$ cat config.mk
export PLATFORM = sky130hd
export DESIGN_NAME = raster_timing_gen
export DESIGN_NICKNAME = d
export VERILOG_FILES = /design/src/rtl/raster_pkg.sv /design/src/rtl/raster_std_cfg.sv /design/src/rtl/raster_beam_counter.sv /design/src/rtl/raster_line_report.sv /design/src/rtl/raster_vsync_gen.sv /design/src/rtl/raster_timing_gen.sv
export SDC_FILE = /design/constraint.sdc
export NUM_CORES = 1
export LEC_CHECK = 0
export ABC_AREA = 1
export CAP_MARGIN = 20
export CORE_AREA = 2 2 68 70
export CTS_BUF_LIST = sky130_fd_sc_hd__clkbuf_8
export CTS_CLUSTER_SIZE = 30
export DETAILED_ROUTE_END_ITERATION = 10
export DIE_AREA = 0 0 70 72
export PLACE_DENSITY = 0.68
export SETUP_SLACK_MARGIN = 0.3
export SLEW_MARGIN = 20
export SYNTH_ARGS = -nofsm -noshare
export SYNTH_HDL_FRONTEND = slang
export SYNTH_SLANG_ARGS = --single-unit
$ cat constraint.sdc
create_clock -name clk -period 4.7 [get_ports clk]
set_input_delay 0.47 -clock clk [delete_from_list [all_inputs] [get_ports clk]]
set_output_delay 0.47 -clock clk [all_outputs]
set_load 0.02 [all_outputs]
$ cat src/rtl/raster_pkg.sv
// Package: shared widths, timing record and per-standard constants for
// the raster timing generator. Assumes line and field lengths fit in
// VC_W bits and the line length fits in HC_W bits.
package raster_pkg;

    localparam int HC_W = 7;
    localparam int VC_W = 9;

    typedef logic [VC_W-1:0] line_t;

    // Timing set selected by the video standard.
    typedef struct packed {
        line_t cpl;        // cycles per line
        line_t lead;       // cycles the reported line runs ahead
        line_t wrap_pos;   // cycle where an odd-field last line reports 0
        line_t prog_lines; // lines in a progressive field
    } timing_t;

    localparam line_t ILACE_ODD_LINES  = line_t'(262);
    localparam line_t ILACE_EVEN_LINES = line_t'(263);
    localparam line_t VSYNC_LINES      = line_t'(3);
    localparam line_t VSYNC_HALF_POS   = line_t'(32);

    // Return the timing set for the chosen standard.
    function automatic timing_t timing_for(input logic ntsc);
        timing_t t;
        if (ntsc) begin
            t.cpl        = line_t'(65);
            t.lead       = line_t'(40);
            t.wrap_pos   = line_t'(58);
            t.prog_lines = line_t'(261);
        end else begin
            t.cpl        = line_t'(71);
            t.lead       = line_t'(0);
            t.wrap_pos   = line_t'(71);
            t.prog_lines = line_t'(312);
        end
        return t;
    endfunction

endpackage

$ cat src/rtl/raster_std_cfg.sv
// Module: captures the video-standard select while reset is low and
// presents the matching timing set. Interlace is only honoured for the
// standard that supports it. Assumes the select is settled during reset.
module raster_std_cfg
    import raster_pkg::*;
(
    input  logic    clk,
    input  logic    rst_n,
    input  logic    std_ntsc,
    input  logic    interlace_en,
    output timing_t tcfg,
    output logic    ilace_eff
);

    logic ntsc_q;

    // Sample the standard only while reset is held.
    always_ff @(posedge clk) begin
        if (!rst_n) begin
            ntsc_q <= std_ntsc;
        end
    end

    // Derive timing constants and effective interlace from the stored standard.
    always_comb begin
        tcfg      = timing_for(ntsc_q);
        ilace_eff = interlace_en & ntsc_q;
    end

endmodule

$ cat src/rtl/raster_beam_counter.sv
// Module: horizontal and vertical beam counters plus field parity.
// Each enable advances the horizontal counter; its wrap advances the
// vertical counter, whose wrap ends the field and flips parity when
// interlaced. Assumes the timing set is constant outside reset.
module raster_beam_counter
    import raster_pkg::*;
(
    input  logic            clk,
    input  logic            rst_n,
    input  logic            chip_ce,
    input  timing_t         tcfg,
    input  logic            ilace_eff,
    output logic [HC_W-1:0] h_q,
    output line_t           v_q,
    output logic            odd_eff,
    output line_t           field_len
);

    logic  field_odd_q;
    logic  h_last;
    logic  v_last;

    // Parity and current field length.
    always_comb begin
        odd_eff   = field_odd_q | ~ilace_eff;
        if (ilace_eff) begin
            field_len = odd_eff ? ILACE_ODD_LINES : ILACE_EVEN_LINES;
        end else begin
            field_len = tcfg.prog_lines;
        end
        h_last = (line_t'(h_q) == tcfg.cpl - line_t'(1));
        v_last = (v_q >= field_len - line_t'(1));
    end

    // Advance the beam position and field parity on each chip cycle.
    always_ff @(posedge clk) begin
        if (!rst_n) begin
            h_q         <= '0;
            v_q         <= '0;
            field_odd_q <= 1'b1;
        end else if (chip_ce) begin
            if (h_last) begin
                h_q <= '0;
                if (v_last) begin
                    v_q <= '0;
                    if (ilace_eff) begin
                        field_odd_q <= ~field_odd_q;
                    end
                end else begin
                    v_q <= v_q + line_t'(1);
                end
            end else begin
                h_q <= h_q + HC_W'(1);
            end
        end
    end

endmodule

$ cat src/rtl/raster_line_report.sv
// Module: reported line number. Adds one line once the horizontal
// position plus the lead reaches a line length, and applies the
// field-end rule: odd fields hold the last line until the wrap
// position, even fields go straight to zero. Assumes vcount stays below
// the field length.
module raster_line_report
    import raster_pkg::*;
(
    input  logic [HC_W-1:0] h_q,
    input  line_t           v_q,
    input  timing_t         tcfg,
    input  logic            odd_eff,
    input  line_t           field_len,
    output line_t           raster
);

    logic [VC_W:0] lead_sum;
    logic [VC_W:0] line_raw;
    logic          bonus;

    // Compute the ahead-of-time line and fold it at the field end.
    always_comb begin
        lead_sum = {1'b0, line_t'(h_q)} + {1'b0, tcfg.lead};
        bonus    = (lead_sum >= {1'b0, tcfg.cpl});
        line_raw = {1'b0, v_q} + {{VC_W{1'b0}}, bonus};
        if (line_raw < {1'b0, field_len}) begin
            raster = line_raw[VC_W-1:0];
        end else if (odd_eff) begin
            raster = (line_t'(h_q) >= tcfg.wrap_pos) ? '0 : field_len - line_t'(1);
        end else begin
            raster = '0;
        end
    end

endmodule

$ cat src/rtl/raster_vsync_gen.sv
// Module: vertical sync level. Asserted on the first lines of an odd
// field, and in interlaced mode also on the second half of line 0.
module raster_vsync_gen
    import raster_pkg::*;
(
    input  logic [HC_W-1:0] h_q,
    input  line_t           v_q,
    input  logic            odd_eff,
    input  logic            ilace_eff,
    output logic            vsync
);

    // Combine the whole-line and half-line sync windows.
    always_comb begin
        vsync = ((v_q < VSYNC_LINES) && odd_eff) ||
                (ilace_eff && (v_q == '0) && (line_t'(h_q) > VSYNC_HALF_POS));
    end

endmodule

$ cat src/rtl/raster_timing_gen.sv
// Module: top of the raster timing generator. Ties the standard capture,
// beam counters, line report and sync generator together. Assumes the
// standard and interlace selects only change while reset is low.
module raster_timing_gen
    import raster_pkg::*;
(
    input  logic            clk,
    input  logic            rst_n,
    input  logic            chip_ce,
    input  logic            std_ntsc,
    input  logic            interlace_en,
    output logic [HC_W-1:0] hcount,
    output logic [VC_W-1:0] vcount,
    output logic            odd_field,
    output logic            vsync,
    output logic [VC_W-1:0] raster
);

    timing_t tcfg;
    logic    ilace_eff;
    line_t   field_len;
    line_t   v_int;
    logic    odd_int;

    raster_std_cfg u_cfg (
        .clk          (clk),
        .rst_n        (rst_n),
        .std_ntsc     (std_ntsc),
        .interlace_en (interlace_en),
        .tcfg         (tcfg),
        .ilace_eff    (ilace_eff)
    );

    raster_beam_counter u_beam (
        .clk       (clk),
        .rst_n     (rst_n),
        .chip_ce   (chip_ce),
        .tcfg      (tcfg),
        .ilace_eff (ilace_eff),
        .h_q       (hcount),
        .v_q       (v_int),
        .odd_eff   (odd_int),
        .field_len (field_len)
    );

    raster_line_report u_line (
        .h_q       (hcount),
        .v_q       (v_int),
        .tcfg      (tcfg),
        .odd_eff   (odd_int),
        .field_len (field_len),
        .raster    (raster)
    );

    raster_vsync_gen u_vs (
        .h_q       (hcount),
        .v_q       (v_int),
        .odd_eff   (odd_int),
        .ilace_eff (ilace_eff),
        .vsync     (vsync)
    );

    // Drive the visible line and parity.
    always_comb begin
        vcount    = v_int;
        odd_field = odd_int;
    end

endmodule

After elaboration in Yosys (flattened, before gate mapping)
Index checks and enable logic that the tools add are counted.

Flip-flop bits (word level): 18. Input bits: 5. Output and inout port bits: 27. Logic and storage cells: 36.

Add/subtract/negate cells: 6. Magnitude comparators: 6. Eq/ne operators: 1. Multiplexer cells: 8. Bitwise logic cells: 4. Reductions and logical operators: 7.

Operator list (number): 9-bit 2-to-1 mux (5); 30-bit 2-to-1 mux (1); 7-bit by 9-bit adder with 10-bit output (1); 9-bit by 1-bit adder with 10-bit output (1); 10-bit by 7-bit greater-or-equal comparator with 1-bit output (1); 10-bit by 9-bit less-than comparator with 1-bit output (1); 9-bit by 1-bit adder with 9-bit output, second input constant (1); 7-bit by 9-bit == test with 1-bit output (1); 7-bit by 9-bit greater-or-equal comparator with 1-bit output (1); 9-bit greater-or-equal comparator (1); 9-bit zero test (1); 9-bit by 2-bit less-than comparator with 1-bit output, second input constant (1); 9-bit by 1-bit subtractor with 9-bit output, second input constant (1); 7-bit by 1-bit subtractor with 8-bit output, second input constant (1); 7-bit by 1-bit adder with 7-bit output, second input constant (1); 7-bit by 6-bit > comparator with 1-bit output, second input constant (1); 7-bit 2-to-1 mux (1); 4-bit AND reduction (1); 1-bit logical AND (3); 1-bit inverter (2); 2-bit AND reduction (1); 1-bit AND (1); 1-bit logical OR (1); 1-bit 2-to-1 mux (1); 1-bit bitwise OR (1).

Logic depth before layout (Yosys ltp)
Depth after elaboration: 9. Gate-level depth with buffers: 23. Depth with buffers taken out: 23.

Cells and area by module
Synthesis repeated with hierarchy kept, for this count alone.

Cell total of the unflattened synthesis: 618. Area total of the unflattened synthesis: 3721.1 µm².

Modules (own cells, without submodules): raster_beam_counter (instances 1, cells an instance 274, area an instance 1704.1 µm², seq. area each 340.3 µm²); raster_line_report (instances 1, cells an instance 274, area an instance 1587.8 µm², seq. area each 0.0 µm²); raster_std_cfg (instances 1, cells an instance 42, area an instance 315.3 µm², seq. area each 30.0 µm²); raster_vsync_gen (instances 1, cells an instance 28, area an instance 113.9 µm², seq. area each 0.0 µm²).

Worst setup path before layout
Ideal clock, no wire load.

Path kind: register to output. Start: register u_cfg.ntsc_q. End: output raster[3]. Arrival time: 3116 ps. Required time: 4230 ps. Path slack: 1114 ps. Cell stages (with the launch flop): 22. Buffers on the path: 0. Path through: edfxtp_1 inv_1 ha_1 nor2_1 nand2_1 nand2_1 o21ai_0 nor2_1 ha_1 nand2_4 nor2_1 inv_1 nand2_1 inv_1 ha_1 a21oi_1 o21ai_0 nor2_2 nand3_2 nand2_4 nand2_4 nor2_2.

Word-level cells in the longest chain between the ends: 9. Elaborated cells on any way between the ends: 15. Classes of those cells: add/sub: 3; order compare: 3; mux: 6; bitwise: 3.

Ends and longest elaborated chain: from (decl) (RTL line raster_std_cfg.sv:15) `logic ntsc_q;`; from (signal assigned) (RTL line raster_std_cfg.sv:20) `ntsc_q <= std_ntsc;`; parallel branches: the longest is 8 deep, another holds 7-bit by 9-bit adder with 10-bit output; 9-bit 2-to-1 mux * (RTL line raster_line_report.sv:26) `if (line_raw < {1'b0, field_len}) begin`; to (decl) (RTL line raster_timing_gen.sv:16) `output logic [VC_W-1:0] raster`.

Mark *: on every way between the ends.

Worst setup path after layout
Start: register u_cfg.ntsc_q. End: output raster[2].

The elaborated chain is that of the path after synthesis.

==> impl_metrics.toml <==
[drt]
routedWlPerCell_um = 12.6
drtPass1Iterations = 5
routed_via_density = 5.09
vias = 1884
drc = 0
drtIter0Drc = 100
ant_nets = 0
wirelength_um = 4660

[clocking]
h-tree-depth = 1
cts_sinks = 18
cts_root_buf = "clkbuf_8"
cts.clk_slew.worst_paths_ns = 0.07
tritoncts = "yes"
clock_latency_ns = 0.26
cts_buffer_depth = 2
cts_hold_buf = 0
numCtsBuffers = 3

[flow_run]
drv_cap = 0

[logic_synthesis]
ys_warn_count = 0
synth.yosys.seq_area_share_pct = 19.9
synthesis.area_um2 = 1860
synthCells = 278
syn_avg_cell_area_um2 = 6.70
synth_cell_types = 33
synth-seq-cells = 18

[setup_path]
cp_slowest_cell = "edfxtp_1"
worstPathArrival_ns = 3.67
slowest_delay_ns = 0.46
start_kind = "flop"
path_class = "flop to primary output"
cp_cell_sequence = "ha_2, ha_1, nor2_1, o2111ai_1, a21oi_1, nor2_1, ha_2, nand2_4, nor2_8, buf_4, a21oi_1, ha_1, nand2_1, o21ai_0, nor2_2, nand3_2, nand2_4, nand2_4, nand2_2, nand2_1, dlygate4sd2_1"
crit_path_end_kind = "primary output"
rr_startpoint = "u_cfg.ntsc_q$_DFFE_PN_"
r2r-end = "u_beam.v_q[8]$_SDFFE_PN0P_"
critical_path.max_fanout = 9
critPathTopFamily = "simple AND/OR/NAND/NOR gates"
worstPathBufferInverterCount = 2
reg2reg_slack_ns = 2.60
cp_data_required_time_ns = 4.23
worstRegToRegCells = 12
critical_path.most_common_cell = "nand2_4"

[floorplan]
ios = 32
die_w_um = 70
rows = 24
core-area_um2 = 4260
fp.dieH_um = 72
design.die.area_um2 = 5040
start_util_pct = 43.7

[finish]
fillers = 407
drive_gt1_share_pct = 11.0
antenna_cells = 0
final-seq-area_um2 = 370
syn_to_final_growth_pct = 25.7
final_common_cell = "nand2_1"
num-nets-final = 352
final_cell_mix = "nand2_1, inv_1, nor2_1, ha_1"
multi_input_area_um2 = 1350
fin_cells = 370

[global_routing]
grt_pass1_wl_um = 8110
grt_max_degree = 11
grtUsageTotal_pct = 19.3
grt_pass1_vias = 1759
grt-ovfl-total = 0
antenna_found_initial = 0

[placed_design]
pre_cts_ws_ns = 0.483
gp_congestion = 0.906
io_buffers = 31
hpwl_um = 3760
dp_cells = 363

[pwr]
irDropWorstVdd_mv = 0.129
power.leakage_nw = 1.28
p_per_area_nw_per_um2 = 147

[worst_hold_path]
min_from = "u_beam.field_odd_q$_SDFFE_PN1P_"
min_path_cells = 2
hold_end = "u_beam.field_odd_q$_SDFFE_PN1P_"
holdCritPathClass = "flop to flop"

[timing]
holdWs_ns = 0.526
rsz0062_at_grt = "no"
fin_setup_tns_ns = 0
setup_violations = 0
hold_violations = 0
worst_slack_ns = 0.557
finalCritPeriodShare_pct = 88.1
finalCriticalPeriod_ns = 4.14
fmax_mhz = 241
drv_slew = 0
finClkSkew_ns = 0.00620

[outcome]
status = "finished, final reports clean"
==> layout make-up <==
| class | instances | area share, % |
|---|---|---|
| multi-input combinational | 220 | 57.8 |
| inverter | 40 | 6.47 |
| timing repair buffer | 36 | 14.8 |
| sequential | 18 | 15.8 |
| tap | 52 | 2.78 |
| clock buffer | 4 | 2.35 |
==> sequential cells by signal (all words and copies together) (netlist names) <==
register / flops
u_beam.v_q: 9
u_beam.h_q: 7
u_beam.field_odd_q: 1
u_cfg.ntsc_q: 1
==> where the power goes <==
| part | leakage (nW) | total (mW) | internal, mW | switching [mW] |
|---|---|---|---|---|
| Clock | 0.0288 | 0.127 | 0.0744 | 0.0523 |
| Sequential | 0.147 | 0.160 | 0.156 | 0.00387 |
| Combinational | 1.11 | 0.0562 | 0.0232 | 0.0330 |
==> timing repair <==
| action | CTS | global route |
|---|---|---|
| setup buffers | 2 | 1 |
| pin swaps | 0 | 2 |
| resized for setup | 7 | 8 |
| setup endpoints to repair | 9 | 9 |
==> metrics by stage <==
| stage | utilization (%) | cell area (um^2) | total power [mW] |
|---|---|---|---|
| after CTS | 54.3 | 2310 | 0.347 |
| after global placement | 52.8 | 2250 | 0.217 |
| after detailed placement | 52.8 | 2250 | 0.218 |
| final | 54.9 | 2340 | 0.343 |
| after floorplan | - | 1870 | 0.198 |
| after global routing | 54.9 | 2340 | 0.361 |
==> how the worst max path moves through the flow <==
stage | endpoint | slack (ns) | startpoint | cells past startpoint
final | raster[2] | 0.56 | u_cfg.ntsc_q$_DFFE_PN_ | 21
after global routing | raster[2] | 0.30 | u_cfg.ntsc_q$_DFFE_PN_ | 22
after CTS | raster[6] | 0.31 | u_cfg.ntsc_q$_DFFE_PN_ | 22
after detailed placement | raster[3] | 0.48 | u_cfg.ntsc_q$_DFFE_PN_ | 22
after global placement | raster[3] | 0.60 | u_cfg.ntsc_q$_DFFE_PN_ | 22
after floorplan | raster[3] | 1.11 | u_cfg.ntsc_q$_DFFE_PN_ | 21
==> cells in the mapped netlist (all sizes together) <==
master	count	area [um^2]
nand2	72	313
nor2	41	196
inv	39	146
ha	28	350
nand3	23	120
dfxtp	17	340
a21oi	14	70.1
xor2	8	70.1
nor3	7	40.0
nand4	6	52.6
o21ai	6	30.0
a211oi	2	15.0
conb	2	7.51
nor4	2	12.5
o2111ai	2	17.5
a21o	1	7.51
a31oi	1	6.26
clkbuf	1	3.75
clkinv	1	5.00
edfxtp	1	30.0
nand3b	1	7.51
o211ai	1	7.51
o21a	1	7.51
o22ai	1	6.26
==> routing by layer <==
metal	track usage [%]	share of wire, %	vias to the layer above	routed length [um]
li1	-	-	989	-
met1	28.3	50	842	2320
met2	29.8	44	47	2060
met3	1.67	4.6	6	214
met4	6.84	1.5	0	68
met5	0	0	-	0
==> logic make-up (layout without fill, tap and decap cells) <==
| family | Yosys count | in the layout | share of synthesized area, % |
|---|---|---|---|
| flip-flops | 18 | 18 | 19.9 |
| XOR/XNOR | 8 | 8 | 3.76 |
| other | 2 | 3 | 0.403 |
| adder cells (fa/ha/maj) | 28 | 28 | 18.8 |
| AO/OA/AOI/OAI | 29 | 29 | 9.00 |
| AND/OR/NAND/NOR | 152 | 152 | 39.8 |
| buffers and inverters | 41 | 80 | 8.33 |
==> tightest hold or removal path, stage by stage (launching register included) <==
cell and delay, ns:
dfxtp_1 0.35, nand2_1 0.08, nand3_1 0.05
Note: power is estimated with default switching activity, not from simulation.
